**src/rtl/cct_pkg.sv**
```systemverilog
package cct_pkg;

  // register word addresses
  localparam int unsigned A_CTRL = 0;
  localparam int unsigned A_CMP  = 1;
  localparam int unsigned A_CAP  = 2;
  localparam int unsigned A_CNT  = 3;
  localparam int unsigned A_STAT = 4;

  // control bit positions
  localparam int B_RUN   = 0;
  localparam int B_EXT   = 1;
  localparam int B_SLOW  = 2;
  localparam int B_CAPM  = 3;
  localparam int B_EDGE  = 4;
  localparam int B_PULSE = 6;
  localparam int B_RST   = 7;
  localparam int B_EN    = 8;
  localparam int B_DMA   = 9;
  localparam int B_PSC   = 16;
  localparam int FLAG_W  = 10;

  typedef enum logic [1:0] {
    TRIG_NONE = 2'b00,
    TRIG_RISE = 2'b01,
    TRIG_FALL = 2'b10,
    TRIG_BOTH = 2'b11
  } trig_e;

  typedef struct packed {
    logic  run;
    logic  src_ext;
    logic  slow;
    logic  cap_mode;
    trig_e trig;
    logic  pulse;
    logic  restart;
    logic  evt_en;
    logic  evt_dma;
  } ctrl_t;

  function automatic ctrl_t ctrl_decode(input logic [FLAG_W-1:0] r);
    ctrl_t c;
    c.run      = r[B_RUN];
    c.src_ext  = r[B_EXT];
    c.slow     = r[B_SLOW];
    c.cap_mode = r[B_CAPM];
    c.trig     = trig_e'(r[B_EDGE +: 2]);
    c.pulse    = r[B_PULSE];
    c.restart  = r[B_RST];
    c.evt_en   = r[B_EN];
    c.evt_dma  = r[B_DMA];
    return c;
  endfunction

endpackage

```
**src/rtl/cct_sync.sv**
```systemverilog
module cct_sync #(
  parameter int STAGES = 2
) (
  input  logic clk,
  input  logic rst_n,
  input  logic din,
  output logic lvl_now,
  output logic lvl_prev
);
  // STAGES synchronizer flops plus one history flop
  logic [STAGES:0] sh_q, sh_d;

  always_comb begin
    sh_d = {sh_q[STAGES-1:0], din};
  end

  always_ff @(posedge clk or negedge rst_n) begin
    if (!rst_n) sh_q <= '0;
    else        sh_q <= sh_d;
  end

  assign lvl_now  = sh_q[STAGES-1];
  assign lvl_prev = sh_q[STAGES];
endmodule

```
**src/rtl/cct_tick_gen.sv**
```systemverilog
module cct_tick_gen #(
  parameter int PSC_W    = 8,
  parameter int SLOW_DIV = 16
) (
  input  logic             clk,
  input  logic             rst_n,
  input  logic             run,
  input  logic             src_ext,
  input  logic             slow,
  input  logic [PSC_W-1:0] psc,
  input  logic             ext_now,
  input  logic             ext_prev,
  output logic             tick
);
  localparam int DW = (SLOW_DIV > 1) ? $clog2(SLOW_DIV) : 1;
  localparam logic [DW-1:0] DIV_LAST = DW'(SLOW_DIV - 1);

  logic [DW-1:0]    div_q, div_d;
  logic [PSC_W-1:0] pre_q, pre_d;
  logic             base, ext_rise, pre_wrap;

  always_comb begin
    ext_rise = ext_now & ~ext_prev;
    if (src_ext)   base = ext_rise;
    else if (slow) base = (div_q == DIV_LAST);
    else           base = 1'b1;

    if (!run || src_ext || !slow) div_d = '0;
    else if (div_q == DIV_LAST)   div_d = '0;
    else                          div_d = div_q + DW'(1);

    pre_wrap = (pre_q >= psc);
    if (!run)          pre_d = '0;
    else if (!base)    pre_d = pre_q;
    else if (pre_wrap) pre_d = '0;
    else               pre_d = pre_q + PSC_W'(1);

    tick = run & base & pre_wrap;
  end

  always_ff @(posedge clk or negedge rst_n) begin
    if (!rst_n) begin
      div_q <= '0;
      pre_q <= '0;
    end else begin
      div_q <= div_d;
      pre_q <= pre_d;
    end
  end
endmodule

```
**src/rtl/cct_core.sv**
```systemverilog
module cct_core
  import cct_pkg::*;
#(
  parameter int CNT_W = 32
) (
  input  logic             clk,
  input  logic             rst_n,
  input  logic             tick,
  input  logic             cap_mode,
  input  trig_e            trig,
  input  logic             pulse,
  input  logic             restart,
  input  logic [CNT_W-1:0] cmp_val,
  input  logic             cnt_wr,
  input  logic [CNT_W-1:0] cnt_wdata,
  input  logic             cap_now,
  input  logic             cap_prev,
  output logic [CNT_W-1:0] cnt,
  output logic [CNT_W-1:0] cap,
  output logic             tout,
  output logic             hit,
  output logic             cap_hit,
  output logic             evt
);
  logic [CNT_W-1:0] cnt_q, cnt_d, cap_q, cap_d;
  logic             tout_q, tout_d;
  logic             rise, fall, want_rise, want_fall;

  always_comb begin
    rise      = cap_now & ~cap_prev;
    fall      = ~cap_now & cap_prev;
    want_rise = (trig == TRIG_RISE) || (trig == TRIG_BOTH);
    want_fall = (trig == TRIG_FALL) || (trig == TRIG_BOTH);
    cap_hit   = cap_mode && ((want_rise && rise) || (want_fall && fall));
    hit       = !cap_mode && tick && (cnt_q == cmp_val);
    evt       = hit | cap_hit;

    if (cnt_wr)              cnt_d = cnt_wdata;
    else if (hit && restart) cnt_d = '0;
    else if (tick)           cnt_d = cnt_q + CNT_W'(1);
    else                     cnt_d = cnt_q;

    cap_d = cap_hit ? cnt_q : cap_q;

    if (pulse)    tout_d = hit;
    else if (hit) tout_d = ~tout_q;
    else          tout_d = tout_q;
  end

  always_ff @(posedge clk or negedge rst_n) begin
    if (!rst_n) begin
      cnt_q  <= '0;
      cap_q  <= '0;
      tout_q <= 1'b0;
    end else begin
      cnt_q  <= cnt_d;
      cap_q  <= cap_d;
      tout_q <= tout_d;
    end
  end

  assign cnt  = cnt_q;
  assign cap  = cap_q;
  assign tout = tout_q;
endmodule

```
**src/rtl/cct_timer.sv**
```systemverilog
module cct_timer
  import cct_pkg::*;
#(
  parameter int CNT_W       = 32,
  parameter int PSC_W       = 8,
  parameter int SLOW_DIV    = 16,
  parameter int SYNC_STAGES = 2,
  parameter int ADDR_W      = 3
) (
  input  logic              clk,
  input  logic              rst_n,
  input  logic              bus_sel,
  input  logic              bus_wr,
  input  logic [ADDR_W-1:0] bus_addr,
  input  logic [CNT_W-1:0]  bus_wdata,
  output logic [CNT_W-1:0]  bus_rdata,
  input  logic              ext_clk,
  input  logic              cap_in,
  output logic              tmr_out,
  output logic              irq,
  output logic              dma_req,
  input  logic              dma_ack
);
  localparam int N_ASYNC = 2;  // index 0: capture input, 1: external clock

  // reset: asynchronous assert, synchronous release
  logic [1:0] rs_q;
  logic       rst_sn;
  always_ff @(posedge clk or negedge rst_n) begin
    if (!rst_n) rs_q <= '0;
    else        rs_q <= {rs_q[0], 1'b1};
  end
  assign rst_sn = rs_q[1];

  // input synchronizers
  logic [N_ASYNC-1:0] async_in, lvl_now, lvl_prev;
  assign async_in = {ext_clk, cap_in};
  for (genvar g = 0; g < N_ASYNC; g++) begin : g_sync
    cct_sync #(.STAGES(SYNC_STAGES)) u_sync (
      .clk      (clk),
      .rst_n    (rst_sn),
      .din      (async_in[g]),
      .lvl_now  (lvl_now[g]),
      .lvl_prev (lvl_prev[g])
    );
  end

  // register file state
  logic [FLAG_W-1:0] flags_q, flags_d;
  logic [PSC_W-1:0]  psc_q, psc_d;
  logic [CNT_W-1:0]  cmp_q, cmp_d;
  logic              flag_q, flag_d, dma_q, dma_d;
  ctrl_t             c;
  logic              wr_en, wr_ctrl, wr_cmp, wr_cnt, wr_stat;

  assign c       = ctrl_decode(flags_q);
  assign wr_en   = bus_sel & bus_wr;
  assign wr_ctrl = wr_en && (bus_addr == ADDR_W'(A_CTRL));
  assign wr_cmp  = wr_en && (bus_addr == ADDR_W'(A_CMP));
  assign wr_cnt  = wr_en && (bus_addr == ADDR_W'(A_CNT));
  assign wr_stat = wr_en && (bus_addr == ADDR_W'(A_STAT));

  // count clock enable
  logic tick;
  cct_tick_gen #(.PSC_W(PSC_W), .SLOW_DIV(SLOW_DIV)) u_tick (
    .clk      (clk),
    .rst_n    (rst_sn),
    .run      (c.run),
    .src_ext  (c.src_ext),
    .slow     (c.slow),
    .psc      (psc_q),
    .ext_now  (lvl_now[1]),
    .ext_prev (lvl_prev[1]),
    .tick     (tick)
  );

  // counter, compare and capture
  logic [CNT_W-1:0] cnt, cap;
  logic             hit, cap_hit, evt;
  cct_core #(.CNT_W(CNT_W)) u_core (
    .clk       (clk),
    .rst_n     (rst_sn),
    .tick      (tick),
    .cap_mode  (c.cap_mode),
    .trig      (c.trig),
    .pulse     (c.pulse),
    .restart   (c.restart),
    .cmp_val   (cmp_q),
    .cnt_wr    (wr_cnt),
    .cnt_wdata (bus_wdata),
    .cap_now   (lvl_now[0]),
    .cap_prev  (lvl_prev[0]),
    .cnt       (cnt),
    .cap       (cap),
    .tout      (tmr_out),
    .hit       (hit),
    .cap_hit   (cap_hit),
    .evt       (evt)
  );

  // next state of registers and event routing
  always_comb begin
    flags_d = flags_q;
    psc_d   = psc_q;
    cmp_d   = cmp_q;
    flag_d  = flag_q;
    dma_d   = dma_q;
    if (wr_ctrl) begin
      flags_d = bus_wdata[FLAG_W-1:0];
      psc_d   = bus_wdata[B_PSC +: PSC_W];
    end
    if (wr_cmp) cmp_d = bus_wdata;
    if (wr_stat && bus_wdata[0]) flag_d = 1'b0;
    if (dma_ack && dma_q) begin
      flag_d = 1'b0;
      dma_d  = 1'b0;
    end
    if (evt) begin
      flag_d = 1'b1;
      if (c.evt_en && c.evt_dma) dma_d = 1'b1;
    end
  end

  always_ff @(posedge clk or negedge rst_sn) begin
    if (!rst_sn) begin
      flags_q <= '0;
      psc_q   <= '0;
      cmp_q   <= '0;
      flag_q  <= 1'b0;
      dma_q   <= 1'b0;
    end else begin
      flags_q <= flags_d;
      psc_q   <= psc_d;
      cmp_q   <= cmp_d;
      flag_q  <= flag_d;
      dma_q   <= dma_d;
    end
  end

  // read mux
  always_comb begin
    case (bus_addr)
      ADDR_W'(A_CTRL): bus_rdata = (CNT_W'(psc_q) << B_PSC) | CNT_W'(flags_q);
      ADDR_W'(A_CMP):  bus_rdata = cmp_q;
      ADDR_W'(A_CAP):  bus_rdata = cap;
      ADDR_W'(A_CNT):  bus_rdata = cnt;
      ADDR_W'(A_STAT): bus_rdata = CNT_W'(flag_q);
      default:         bus_rdata = '0;
    endcase
  end

  assign irq     = flag_q & c.evt_en & ~c.evt_dma;
  assign dma_req = dma_q;
endmodule

```
**config.mk**
```make
export PLATFORM = sky130hd
export DESIGN_NAME = cct_timer
export DESIGN_NICKNAME = d
export VERILOG_FILES = /design/src/rtl/cct_pkg.sv /design/src/rtl/cct_sync.sv /design/src/rtl/cct_tick_gen.sv /design/src/rtl/cct_core.sv /design/src/rtl/cct_timer.sv
export SDC_FILE = /design/constraint.sdc
export NUM_CORES = 1
export LEC_CHECK = 0
export BUFFER_PORTS_ARGS = -buffer_cell sky130_fd_sc_hd__buf_4
export CAP_MARGIN = 10
export CORE_ASPECT_RATIO = 0.8
export CORE_UTILIZATION = 30
export CTS_CLUSTER_DIAMETER = 120
export DETAILED_ROUTE_END_ITERATION = 12
export PLACE_DENSITY = 0.56
export SLEW_MARGIN = 20
export SYNTH_ARGS = -nofsm -noshare
export SYNTH_HDL_FRONTEND = slang
export SYNTH_SLANG_ARGS = --single-unit
```
**constraint.sdc**
```tcl
create_clock -name clk -period 4 [get_ports clk]
set_input_delay 0.2 -clock clk [delete_from_list [all_inputs] [get_ports clk]]
set_output_delay 0.2 -clock clk [all_outputs]
set_load 0.02 [all_outputs]
```
* Word-level counts from Yosys, hierarchy flattened
Cells that the tools add are included.
** Storage, ports and cells
- Register bits :: 137
- Input port bits :: 42
- Logic and storage cells :: 86
- Output and inout bits :: 35
** Cells by class
- Add/sub/neg operators :: 3
- Eq/ne operators :: 10
- Order comparisons :: 1
- Mux-type cells :: 19
- Reduce and logical (&&, ||, !) cells :: 25
- Bitwise operators :: 15
** Operator list (number)
- $pmux 32 s5 :: 1
- $mux 32 :: 3
- $add 32x1->32 const B :: 1
- $eq 32x32->1 :: 1
- $mux 8 :: 3
- $or 24x10->24 :: 1
- $logic_and 1x1->1 :: 13
- $mux 1 :: 10
- $add 8x1->8 const B :: 1
- $and 1x1->1 :: 8
- $ge 8x8->1 :: 1
- $mux 4 :: 2
- $eq 3x2->1 const B :: 2
- $reduce_bool 3->1 :: 2
- $logic_or 1x1->1 :: 5
- $not 1->1 :: 5
- $add 4x1->4 const B :: 1
- $eq 2x2->1 const B :: 2
- $eq 4x4->1 const B :: 1
- $eq 3x1->1 const B :: 1
- $eq 3x3->1 const B :: 1
- $logic_not 1->1 :: 3
- $logic_not 3->1 :: 1
- $eq 2x1->1 const B :: 1
- other kinds (3) :: 3

* Logic depth before layout (Yosys ltp)
Gate-level depths: netlist of the first run.
- Depth after elaboration :: 10
- Depth in mapped cells :: 11
- Gate-level depth less buffers :: 9

* Hierarchy
Synthesis of the first run repeated with hierarchy kept, for this count alone.
** Second synthesis, totals
- Cells, all modules :: 732
- Area total of the unflattened synthesis :: 7837.5 sq um
** By module, submodules not included
- cct_core :: instances 1, area an instance 3633.5 sq um, seq. area each 1626.6 sq um, cells an instance 402
- cct_timer :: instances 1, area an instance 3016.6 sq um, seq. area each 1351.3 sq um, cells an instance 219
- cct_tick_gen :: instances 1, area an instance 1037.2 sq um, seq. area each 300.3 sq um, cells an instance 105
- cct_sync :: instances 2, area an instance 75.1 sq um, seq. area each 75.1 sq um, cells an instance 3

* Worst setup path after synthesis of the first run
OpenSTA, ideal clock, no wires.
- Kind :: flip-flop to flip-flop
- From :: register u_tick.pre_q[0]
- To :: register u_core.cnt_q[27] (netlist: u_core.cnt[27])
- Arrival :: 2.409 ns
- Slack :: 1.511 ns
- Stages on the path, launching flop included :: 11
- Clock period less this slack :: 2.489 ns
- Library setup time :: 0.080 ns
- Path through :: dfrtp_1 > inv_1 > ha_1 > nand2b_1 > a2111o_1 > a311o_1 > and2_4 > buf_6 > a21o_4 > or3b_1 > o211ai_2
** Between the ends
- Word-level cells in the longest chain between the ends :: 7
- Elaborated cells on any way between the ends :: 8
- Classes of those cells :: order compare: 1; mux: 2; bitwise: 1; reduce/logical: 4
** Ends and longest elaborated chain
- start: declaration :: line cct_tick_gen.sv:19 : logic [PSC_W-1:0] pre_q, pre_d;
- start signal: assignment :: line cct_tick_gen.sv:47 : pre_q <= pre_d;
- $ge 8x8->1 (*) :: line cct_tick_gen.sv:32 : pre_wrap = (pre_q >= psc);
- $and 1x1->1 (*) :: line cct_tick_gen.sv:38 : tick = run & base & pre_wrap;
- $logic_and 1x1->1 (2 in series) :: line cct_core.sv:35 : hit = !cap_mode && tick && (cnt_q == cmp_val);
- $logic_and 1x1->1 :: line cct_core.sv:39 : else if (hit && restart) cnt_d = '0;
- $mux 32 :: line cct_core.sv:39
- $mux 32 :: line cct_core.sv:38 : if (cnt_wr) cnt_d = cnt_wdata;
- end signal: assignment :: line cct_core.sv:56 : cnt_q <= cnt_d;
- end: declaration :: line cct_core.sv:25 : logic [CNT_W-1:0] cnt_q, cnt_d, cap_q, cap_d;
Mark *: on every way between the ends. The rest lies on a longest branch, timed or not.
A chain may end at the register's enable or synchronous reset.

* Final worst setup path of the first run
- From :: register u_tick.pre_q[0]
- To :: register flag_q
** Between the ends
- Word-level cells in the longest chain between the ends :: 6
- Elaborated cells on any way between the ends :: 7
- Classes of those cells :: order compare: 1; mux: 1; bitwise: 2; reduce/logical: 3
** Ends and longest elaborated chain
- $ge 8x8->1 (*) :: line cct_tick_gen.sv:32
- $and 1x1->1 (*) :: line cct_tick_gen.sv:38
- $logic_and 1x1->1 (*) (2 in series) :: line cct_core.sv:35
- $or 1x1->1 (*) :: line cct_core.sv:36 : evt = hit | cap_hit;
- $reduce_bool 3->1 (no line) or $mux 1 (tied branches)
- end signal: assignment :: line cct_timer.sv:135 : flag_q <= flag_d;
- end: declaration :: line cct_timer.sv:52 : logic flag_q, flag_d, dma_q, dma_d;
Marks and branches as above.

==> run_results.csv, run 1 <==
group,metric,value,unit
run_status,status,"completed",
drt,drtPass1Iterations,5,
clock_network,clk_path_buf_depth,2,
floorplan,die_width,177,um
clock_network,cts_setup_buffers,0,
worst_setup_path,cp_max_fo,14,
pwr,ir_drop,0.000237,V
pwr,leakagePower,0.00380,uW
pwr,cellPowerDensity,555,nW/um2
pwr,power.total,4920,uW
synth,netlist_instances,694,
clock_network,post_cts_resize_count,0,
drt,via_per_inst,5.27,
min_path,worstHoldStart,"bus_wdata[24]",
drt,drc,0,
floorplan,fp-row-count,50,
timing,max_freq,0.355,GHz
synth,synth_seq_cells,137,
worst_setup_path,path_delay_family,"compound AO/OA/AOI/OAI gates",
global_routing,gr-total-overflow,0,
global_routing,grt_pass1_vias,5539,
clock_network,htree_num_levels,4,
timing,setup_tns,0,ps
layout,num_antenna_cells,0,
global_routing,antenna_found_initial,0,
drt,wl_per_cell,19.5,um
drt,postRouteAntennaNets,0,
worst_setup_path,worstSetupStartpointType,"flop",
synth,yosysTopAreaCellShare,46.7,%
timing,post-route-period-util,70.4,%
synth,ys_types,55,
timing,final_max_slew_viol_count,0,
worst_setup_path,crit_chain,"inv_1, ha_1, nand2b_1, a2111o_1, a311o_1, nand2_1, nor4_1, a21oi_1, o21ai_0",
worst_setup_path,end_kind,"flop",
global_routing,grt_first_pass_wirelength,33200,um
clock_network,clkSinkCount,137,
place,portBuffers,76,
layout,fin_util,37.3,%
job,max_cap_viol_count,0,
timing,rsz0062_at_grt,"false",
floorplan,fp.dieH,142,um
place,dp_hpwl,15100,um
layout,final_cell_mix,"dfrtp_1 (136), buf_4 (87), mux2_2 (85), nand2_1 (62), o21ai_0 (53)",
synth,synth_edf_count,0,
layout,final_common_cell,"dfrtp_1",
worst_setup_path,cp_slowest_cell,"nand2_1",
layout,drive_above_1_share,27.3,%
synth,synthTopCellsByArea,"dfrtp_1 (47%), mux2_2 (13%), xor2_1 (6.1%), o21ai_0 (3.6%), nand2_1 (3.2%)",
drt,wirelength,21200,um
worst_setup_path,timing.rr.start,"u_tick.pre_q[0]",
timing,fin_crit,2820,ps
timing,setup_viol,0,
worst_setup_path,startpoint,"u_tick.pre_q[0]",
global_routing,grt_max_degree,53,
synth,syn_avg_cell_area,10.6,um2
synth,synthFlopType,"dfrtp_1",
worst_setup_path,path_class,"reg -> reg",
floorplan,io_pins,77,
worst_setup_path,critPathArrivalTime,3110,ps
place,gp_congestion,0.871,
drt,first_iter_violations,398,
layout,design_area,8850,um2
place,placed_area,8200,um2
clock_network,cts-root-buf,"clkbuf_16",
timing,worst_pin_slew,812,ps
synth,syn_area,7330,um2
timing,hold_violations,0,
worst_setup_path,critPathBufInv,1,
floorplan,start_util,30.9,%
floorplan,core_area,23700,um2
worst_setup_path,max_stage_delay,480,ps
clock_network,clk_pin_slew,60,ps
drt,vias,5741,
min_path,min_path_type,"in -> reg",
layout,area_growth,20.7,%
clock_network,clk_latency,420,ps
floorplan,die_area,25100,um2
synth,async_reset_ff_share,100,%
global_routing,gr-usage-all-layers,17.5,%
timing,skew,7.74,ps
worst_setup_path,required,4290,ps
timing,relSlewSlack,45.7,%
clock_network,cts_tree,"built",
synth,yosysTopAreaCell,"dfrtp_1",
synth,synth_nets,747,
synth,ys.warnings.count,0,
layout,final_nets,817,
clock_network,cts_hold_buf,8,
clock_network,cts_buffers,17,
synth,yosysSeqAreaShare,46.7,%
-- cells by family (layout without fill, tap and decap cells) --
group,count (synthesis),after routing,share of synthesized area [%]
AND/OR/NAND/NOR,205,205,14.3
flip-flops,137,137,46.7
AO/OA/AOI/OAI,132,132,12.8
multiplexers,86,86,13.2
XOR/XNOR,62,62,7.40
buffers and inverters,60,143,3.63
adder cells (fa/ha/maj),11,11,1.88
other,1,1,0.0511
-- per-stage QoR --
| stage | hold slack [ps] | instances | setup slack (ps) |
|---|---|---|---|
| final | 8.64 | 1089 | 1180 |
| after global routing | 3.20 | 1089 | 1000 |
| after CTS | 0.200 | 1089 | 1180 |
| after detailed placement | -16.6 | 1049 | 1190 |
| after global placement | -15.9 | 1049 | 1230 |
| after floorplan | -95.6 | 694 | 1510 |
-- cells in the mapped netlist, types with 13 or more instances --
library cell	count
nand4_1	14
clkbuf_1	31
inv_1	15
and3_1	21
o21ai_0	53
nand2_1	62
mux2_2	85
dfrtp_1	137
nor2_1	35
a22o_1	18
nor4_1	13
a221o_1	20
xor2_1	51
a22oi_1	15
nand3_1	24
-- metal layers --
layer | up-vias | GRT usage, % | routed length, um
met5 | - | 0 | 0
met4 | 0 | 4.99 | 267
met3 | 23 | 3.43 | 1060
met2 | 161 | 24.9 | 9030
met1 | 2889 | 26.5 | 10800
li1 | 2668 | - | -
-- registers in the layout, summed over array words and instances (netlist names) --
name / count
u_tick.pre_q: 8
flags_q: 10
cmp_q: 32
u_core.cnt: 32
dma_req: 1
psc_q: 8
u_core.tout: 1
g_sync.u_sync.sh_q: 6
rs_q: 2
u_tick.div_q: 4
flag_q: 1
u_core.cap: 32
-- worst paths after layout --
kind                                            end  slack, ps  cells after the start
max                                          flag_q       1180                      9
min                                  u_core.cnt[24]          9                      3
max reg2reg                                  flag_q       1180                      9
min reg2reg                g_sync[0].u_sync.sh_q[1]        350                      0
max in group asynchronous            u_core.cap[27]       2690                      1
min in group asynchronous                   rs_q[1]        100                      2
-- power breakdown --
part / switching, uW / internal (uW)
clock: 601 / 934
combinational: 631 / 612
sequential: 384 / 1750
total: 1620 / 3300
-- worst reg2reg max path, cell delays in order (launching register included) --
cell	delay, ps
dfrtp_1	390
inv_1	60
ha_1	260
nand2b_1	140
a2111o_1	440
a311o_1	340
nand2_1	480
nor4_1	210
a21oi_1	260
o21ai_0	120
-- final cells by class --
class	instances	area, um2
Fill cell	2352	14900
Multi-Input combinational cell	497	3650
Sequential cell	137	3430
Timing Repair Buffer	96	753
Clock buffer	25	505
Tap cell	312	390
Clock inverter	7	65.1
Inverter	15	56.3
(Power assumes the default switching activity.)
==> run 2: changes to the inputs <==
PLACE_DENSITY = 0.54   (was 0.56)
clock period = 2.74 ns   (was 4 ns; I/O delays follow)
==> run 2 against run 1 <==
  * Worst hold slack improved by 21 ps
  * Clock skew about the same
  * Design area up 5.0%
  * Utilization is 1.9 points higher
  * Non-clock buffer count increased by 49
  * First-iteration DRC count is 16% higher
  * Global-route usage increased by 0.67 points
  * Power increased by 47%
  * Register-to-register slack got worse by 1100 ps
  * Clock-buffer cell count up 1
  * Largest power group unchanged
==> run_results.csv, run 2 (synthesis results as in run 1) <==
group,metric,value,unit
run_status,status,"completed",
global_routing,antenna_found_initial,0,
floorplan,fp-row-count,50,
floorplan,start_util,30.9,%
timing,worst_pin_slew,705,ps
worst_setup_path,startpoint,"psc_q[0]",
pwr,leakagePower,0.00402,uW
drt,wl_per_cell,19.0,um
drt,via_per_inst,5.15,
place,portBuffers,76,
drt,vias,5866,
layout,instances_no_fill,1138,
worst_setup_path,path_class,"reg -> reg",
timing,hold_violations,0,
timing,setup_viol,0,
worst_setup_path,max_stage_delay,450,ps
clock_network,clk_path_buf_depth,2,
floorplan,die_area,25100,um2
global_routing,grt_first_pass_wirelength,34600,um
place,dp_hpwl,15700,um
drt,drtPass1Iterations,5,
global_routing,grt_pass1_vias,5792,
worst_setup_path,rrSetupSlack,120,ps
floorplan,io_pins,77,
drt,postRouteAntennaNets,0,
clock_network,cts_buffers,17,
timing,holdWs,29.3,ps
timing,skew,8.07,ps
worst_setup_path,r2r_end,"u_core.cnt[27]",
floorplan,die_width,177,um
worst_setup_path,required,3080,ps
floorplan,fp.dieH,142,um
timing,post-route-period-util,95.8,%
timing,relSlewSlack,53.0,%
job,max_cap_viol_count,0,
global_routing,gr-usage-all-layers,18.2,%
place,gp_congestion,0.894,
drt,first_iter_violations,461,
clock_network,htree_num_levels,4,
timing,rsz0062_at_grt,"false",
worst_setup_path,timing.rr.start,"psc_q[0]",
worst_setup_path,cp_slowest_cell,"a2111o_1",
floorplan,core_area,23700,um2
worst_setup_path,cp-endpoint,"u_core.cnt[27]",
worst_setup_path,critPathArrivalTime,2970,ps
layout,drive_above_1_share,28.0,%
clock_network,cts-root-buf,"clkbuf_16",
place,dp_cells,1069,
drt,wirelength,21600,um
worst_setup_path,worstSetupStartpointType,"flop",
layout,final_nets,866,
clock_network,cts_tree,"built",
layout,num_antenna_cells,0,
clock_network,clkSinkCount,137,
worst_setup_path,end_kind,"flop",
timing,fin_crit,2620,ps
timing,final_max_slew_viol_count,0,
clock_network,clk_pin_slew,60,ps
clock_network,clk_latency,420,ps
timing,max_freq,0.381,GHz
global_routing,grt_max_degree,49,
pwr,ir_drop,0.000346,V
worst_setup_path,cp_max_fo,15,
worst_setup_path,crit_chain,"ha_1, nand2b_1, a2111o_1, a311o_1, and2_4, a21o_4, or3b_1, o211ai_2",
global_routing,gr-total-overflow,0,
layout,area_growth,26.8,%
timing,setup_tns,0,ps
pwr,cellPowerDensity,779,nW/um2
layout,final_cell_mix,"dfrtp_1 (136), buf_4 (107), mux2_2 (85), nand2_1 (61), xor2_1 (51)",
worst_setup_path,reg2regPathDepth,8,
layout,final_common_cell,"dfrtp_1",
min_path,min_path_type,"in -> async",
drt,drc,0,
## run 2: worst min path at each step
stage / endpoint / cells after the start
6_report: rs_q[1] / 2
5_1_grt: rs_q[1] / 2
4_1_cts: rs_q[1] / 2
3_5_place_dp: rs_q[0] / 1
3_3_place_gp: rs_q[0] / 1
2_1_floorplan: rs_q[0] / 0
## run 2: area by class of cell
cell class / instances / area, um2
multi-input combinational: 497 / 3650
fill: 2341 / 14400
clock inverter: 6 / 63.8
inverter: 15 / 56.3
tap: 312 / 390
timing repair buffer: 145 / 1200
clock buffer: 26 / 499
sequential: 137 / 3430
## run 2: metal layers
| metal | part of all wire [%] | vias up | global-route usage [%] |
|---|---|---|---|
| met5 | 0 | - | 0 |
| met4 | 1.1 | 0 | 4.54 |
| met1 | 52 | 2931 | 27.6 |
| met2 | 42 | 153 | 26.2 |
| li1 | - | 2765 | - |
| met3 | 4.4 | 17 | 3.38 |
## run 2: timing repair
action | in CTS | in global routing
setup endpoints to repair | 0 | 19
buffers inserted | 0 | 1
hold endpoints to repair | 84 | 0
resized for setup | 0 | 5
hold buffers | 36 | 0
## run 2: report_power, final
group / total, uW / switching [uW] / internal [uW]
logic: 1970 / 998 / 969
clock network: 2210 / 867 / 1340
registers: 3070 / 507 / 2560
## run 2: worst max-delay path: cells and delay by family, from the launching register on
| kind | cells | cell delay [ps] |
|---|---|---|
| adders and majority gates | 1 | 290 |
| and+or+nand+nor | 3 | 730 |
| AOI/OAI and AO/OA | 4 | 1130 |
| DFF | 1 | 410 |
## run 2: per-stage QoR
| step | worst slack, ps | total power [uW] | area (um2) | utilization (%) |
|---|---|---|---|---|
| floorplan | 251 | 4260 | 7340 | - |
| global placement | 96.3 | 4980 | 8360 | 35.3 |
| detailed placement | 33.9 | 5010 | 8360 | 35.3 |
| CTS | 12.0 | 7280 | 9290 | 39.2 |
| global route | 3.45 | 7650 | 9300 | 39.2 |
| finish | 115 | 7250 | 9300 | 39.2 |
==> run 3: changes to the inputs <==
CORE_UTILIZATION = 43   (was 30)
PLACE_DENSITY = 0.69   (was 0.54)
SETUP_SLACK_MARGIN = 0.15   (was default)
==> run 3 against run 2 <==
  * Sequential share of layout area increased by 0.29 points
  * Via count increased by 2.6%
  * Fmax increased by 5.1%
  * Critical path type unchanged
  * Highest routed layer unchanged
==> run_results.csv, run 3 (synthesis results as in run 1) <==
group,metric,value,unit
run_status,status,"completed",
job,max_cap_viol_count,0,
timing,setup_tns,0,ps
timing,relSlewSlack,52.4,%
min_path,min_path_type,"in -> async",
clock_network,clkSinkCount,137,
clock_network,cts-root-buf,"clkbuf_16",
floorplan,start_util,44.2,%
global_routing,grt_max_degree,70,
place,dp_slack,108,ps
worst_setup_path,cp_slowest_cell,"dfrtp_1",
floorplan,io_pins,77,
floorplan,core_area,16600,um2
timing,max_freq,0.401,GHz
clock_network,clk_path_buf_depth,2,
global_routing,grt_util_met1,35.3,%
global_routing,grt_busiest_layer,"met2",
drt,drtPass1Iterations,5,
worst_setup_path,cp_max_fo,8,
timing,worst_pin_slew,714,ps
global_routing,grt_first_pass_wirelength,32700,um
floorplan,fp-row-count,42,
floorplan,die_width,148,um
pwr,ir_drop,0.000499,V
timing,rsz0062_at_grt,"false",
worst_setup_path,critPathArrivalTime,2850,ps
worst_setup_path,max_stage_delay,400,ps
timing,hold_violations,0,
drt,via_per_inst,5.78,
worst_setup_path,worstSetupStartpointType,"flop",
layout,final_nets,861,
layout,final_common_cell,"dfrtp_1",
layout,area_growth,25.8,%
floorplan,die_area,17600,um2
worst_setup_path,rrSetupSlack,240,ps
worst_setup_path,end_kind,"flop",
timing,fin_crit,2500,ps
place,gp_congestion,0.912,
pwr,cellPowerDensity,811,nW/um2
layout,fin_util,55.6,%
clock_network,clk_pin_slew,60,ps
worst_setup_path,path_class,"reg -> reg",
timing,setup_viol,0,
layout,seq_area,3430,um2
place,dp_hpwl,14600,um
layout,drive_above_1_share,28.0,%
clock_network,clk_latency,420,ps
drt,drc,0,
timing,post-route-period-util,91.1,%
drt,wirelength,20400,um
timing,skew,6.91,ps
layout,fill_cells,1446,
clock_network,cts_tree,"built",
layout,multiInputGateArea,3660,um2
layout,num_antenna_cells,0,
drt,wl_per_cell,19.6,um
global_routing,met3_usage,5.36,%
global_routing,gr-usage-all-layers,24.6,%
floorplan,fp.dieH,119,um
drt,postRouteAntennaNets,0,
worst_setup_path,crit_chain,"ha_1, and2_1, a221o_1, a311o_1, and2_4, a21o_4, or3b_1, o211ai_2",
pwr,leakagePower,0.00405,uW
clock_network,cts_buffers,17,
timing,final.setup.worst_slack,244,ps
timing,final_max_slew_viol_count,0,
drt,vias,6017,
clock_network,htree_num_levels,4,
layout,final_cell_mix,"dfrtp_1 (136), buf_4 (101), mux2_2 (85), nand2_1 (62), xor2_1 (51)",
global_routing,gr-total-overflow,0,
global_routing,grt_pass1_vias,5990,
drt,first_iter_violations,398,
global_routing,met2_usage,36.7,%
global_routing,antenna_found_initial,0,
worst_setup_path,required,3090,ps
place,portBuffers,76,
-- run 3: changes by cell type in the layout (fill, tap and decap cells not counted), sizes merged --
cell      delta
buf          -5
bufinv       +4
clkbuf       -7
clkinv       +5
clkinvlp     -2
-- run 3: worst max-delay path, delay by kind of cell (launching register included) --
| family | cells | cell delay (ps) |
|---|---|---|
| compound gates | 4 | 920 |
| fa+ha+maj | 1 | 320 |
| simple gates | 3 | 780 |
| flops | 1 | 400 |
-- run 3: power breakdown --
| part | internal (uW) | switching (uW) |
|---|---|---|
| Clock | 1610 | 867 |
| Combinational | 953 | 971 |
| Sequential | 2560 | 520 |
-- run 3: per-stage QoR --
step	hold slack (ps)	area, um2	power, uW	std cells
finish	24.5	9230	7480	1041
global route	28.1	9230	7870	1041
CTS	10.9	9190	7500	1037
detailed placement	-79.5	8190	4960	969
global placement	-80.7	8190	4870	969
floorplan	-159	7340	4260	694
-- run 3: routing by layer --
metal  up-vias  wire length, um  share of wire (%)
li1       2757                -                  -
met2       208             9220                 45
met5         -                0                  0
met1      3027             9320                 46
met4         0              356                1.7
met3        25             1510                7.4
-- run 3: repair_timing --
| item | in CTS | in global routing |
|---|---|---|
| buffers inserted | 0 | 4 |
| pin swaps | 0 | 3 |
| hold buffers | 36 | 0 |
| resized for setup | 3 | 15 |
| setup endpoints to repair | 4 | 30 |
| endpoints found under the hold margin | 84 | 0 |
-- run 3: cell type report --
cell class                      count  share of cell area [%]
Clock buffer                       19                    4.69
Multi-Input combinational cell    497                    39.7
Inverter                           15                   0.610
Sequential cell                   137                    37.2
Timing Repair Buffer              140                    12.7
Clock inverter                     13                    2.18
Tap cell                          220                    2.98
-- run 3: final timing paths --
path / start / to / cells after the start
worst max-delay path: u_tick.pre_q[7] / u_core.cnt[27] / 8
worst min-delay path: rst_n / rs_q[1] / 2
worst min register to register: rs_q[1] / g_sync[0].u_sync.sh_q[1] / 0
max in group asynchronous: rs_q[1] / u_core.cnt[28] / 1
min in group clk: bus_wr / flag_q / 4
worst max register to register: u_tick.pre_q[7] / u_core.cnt[27] / 8
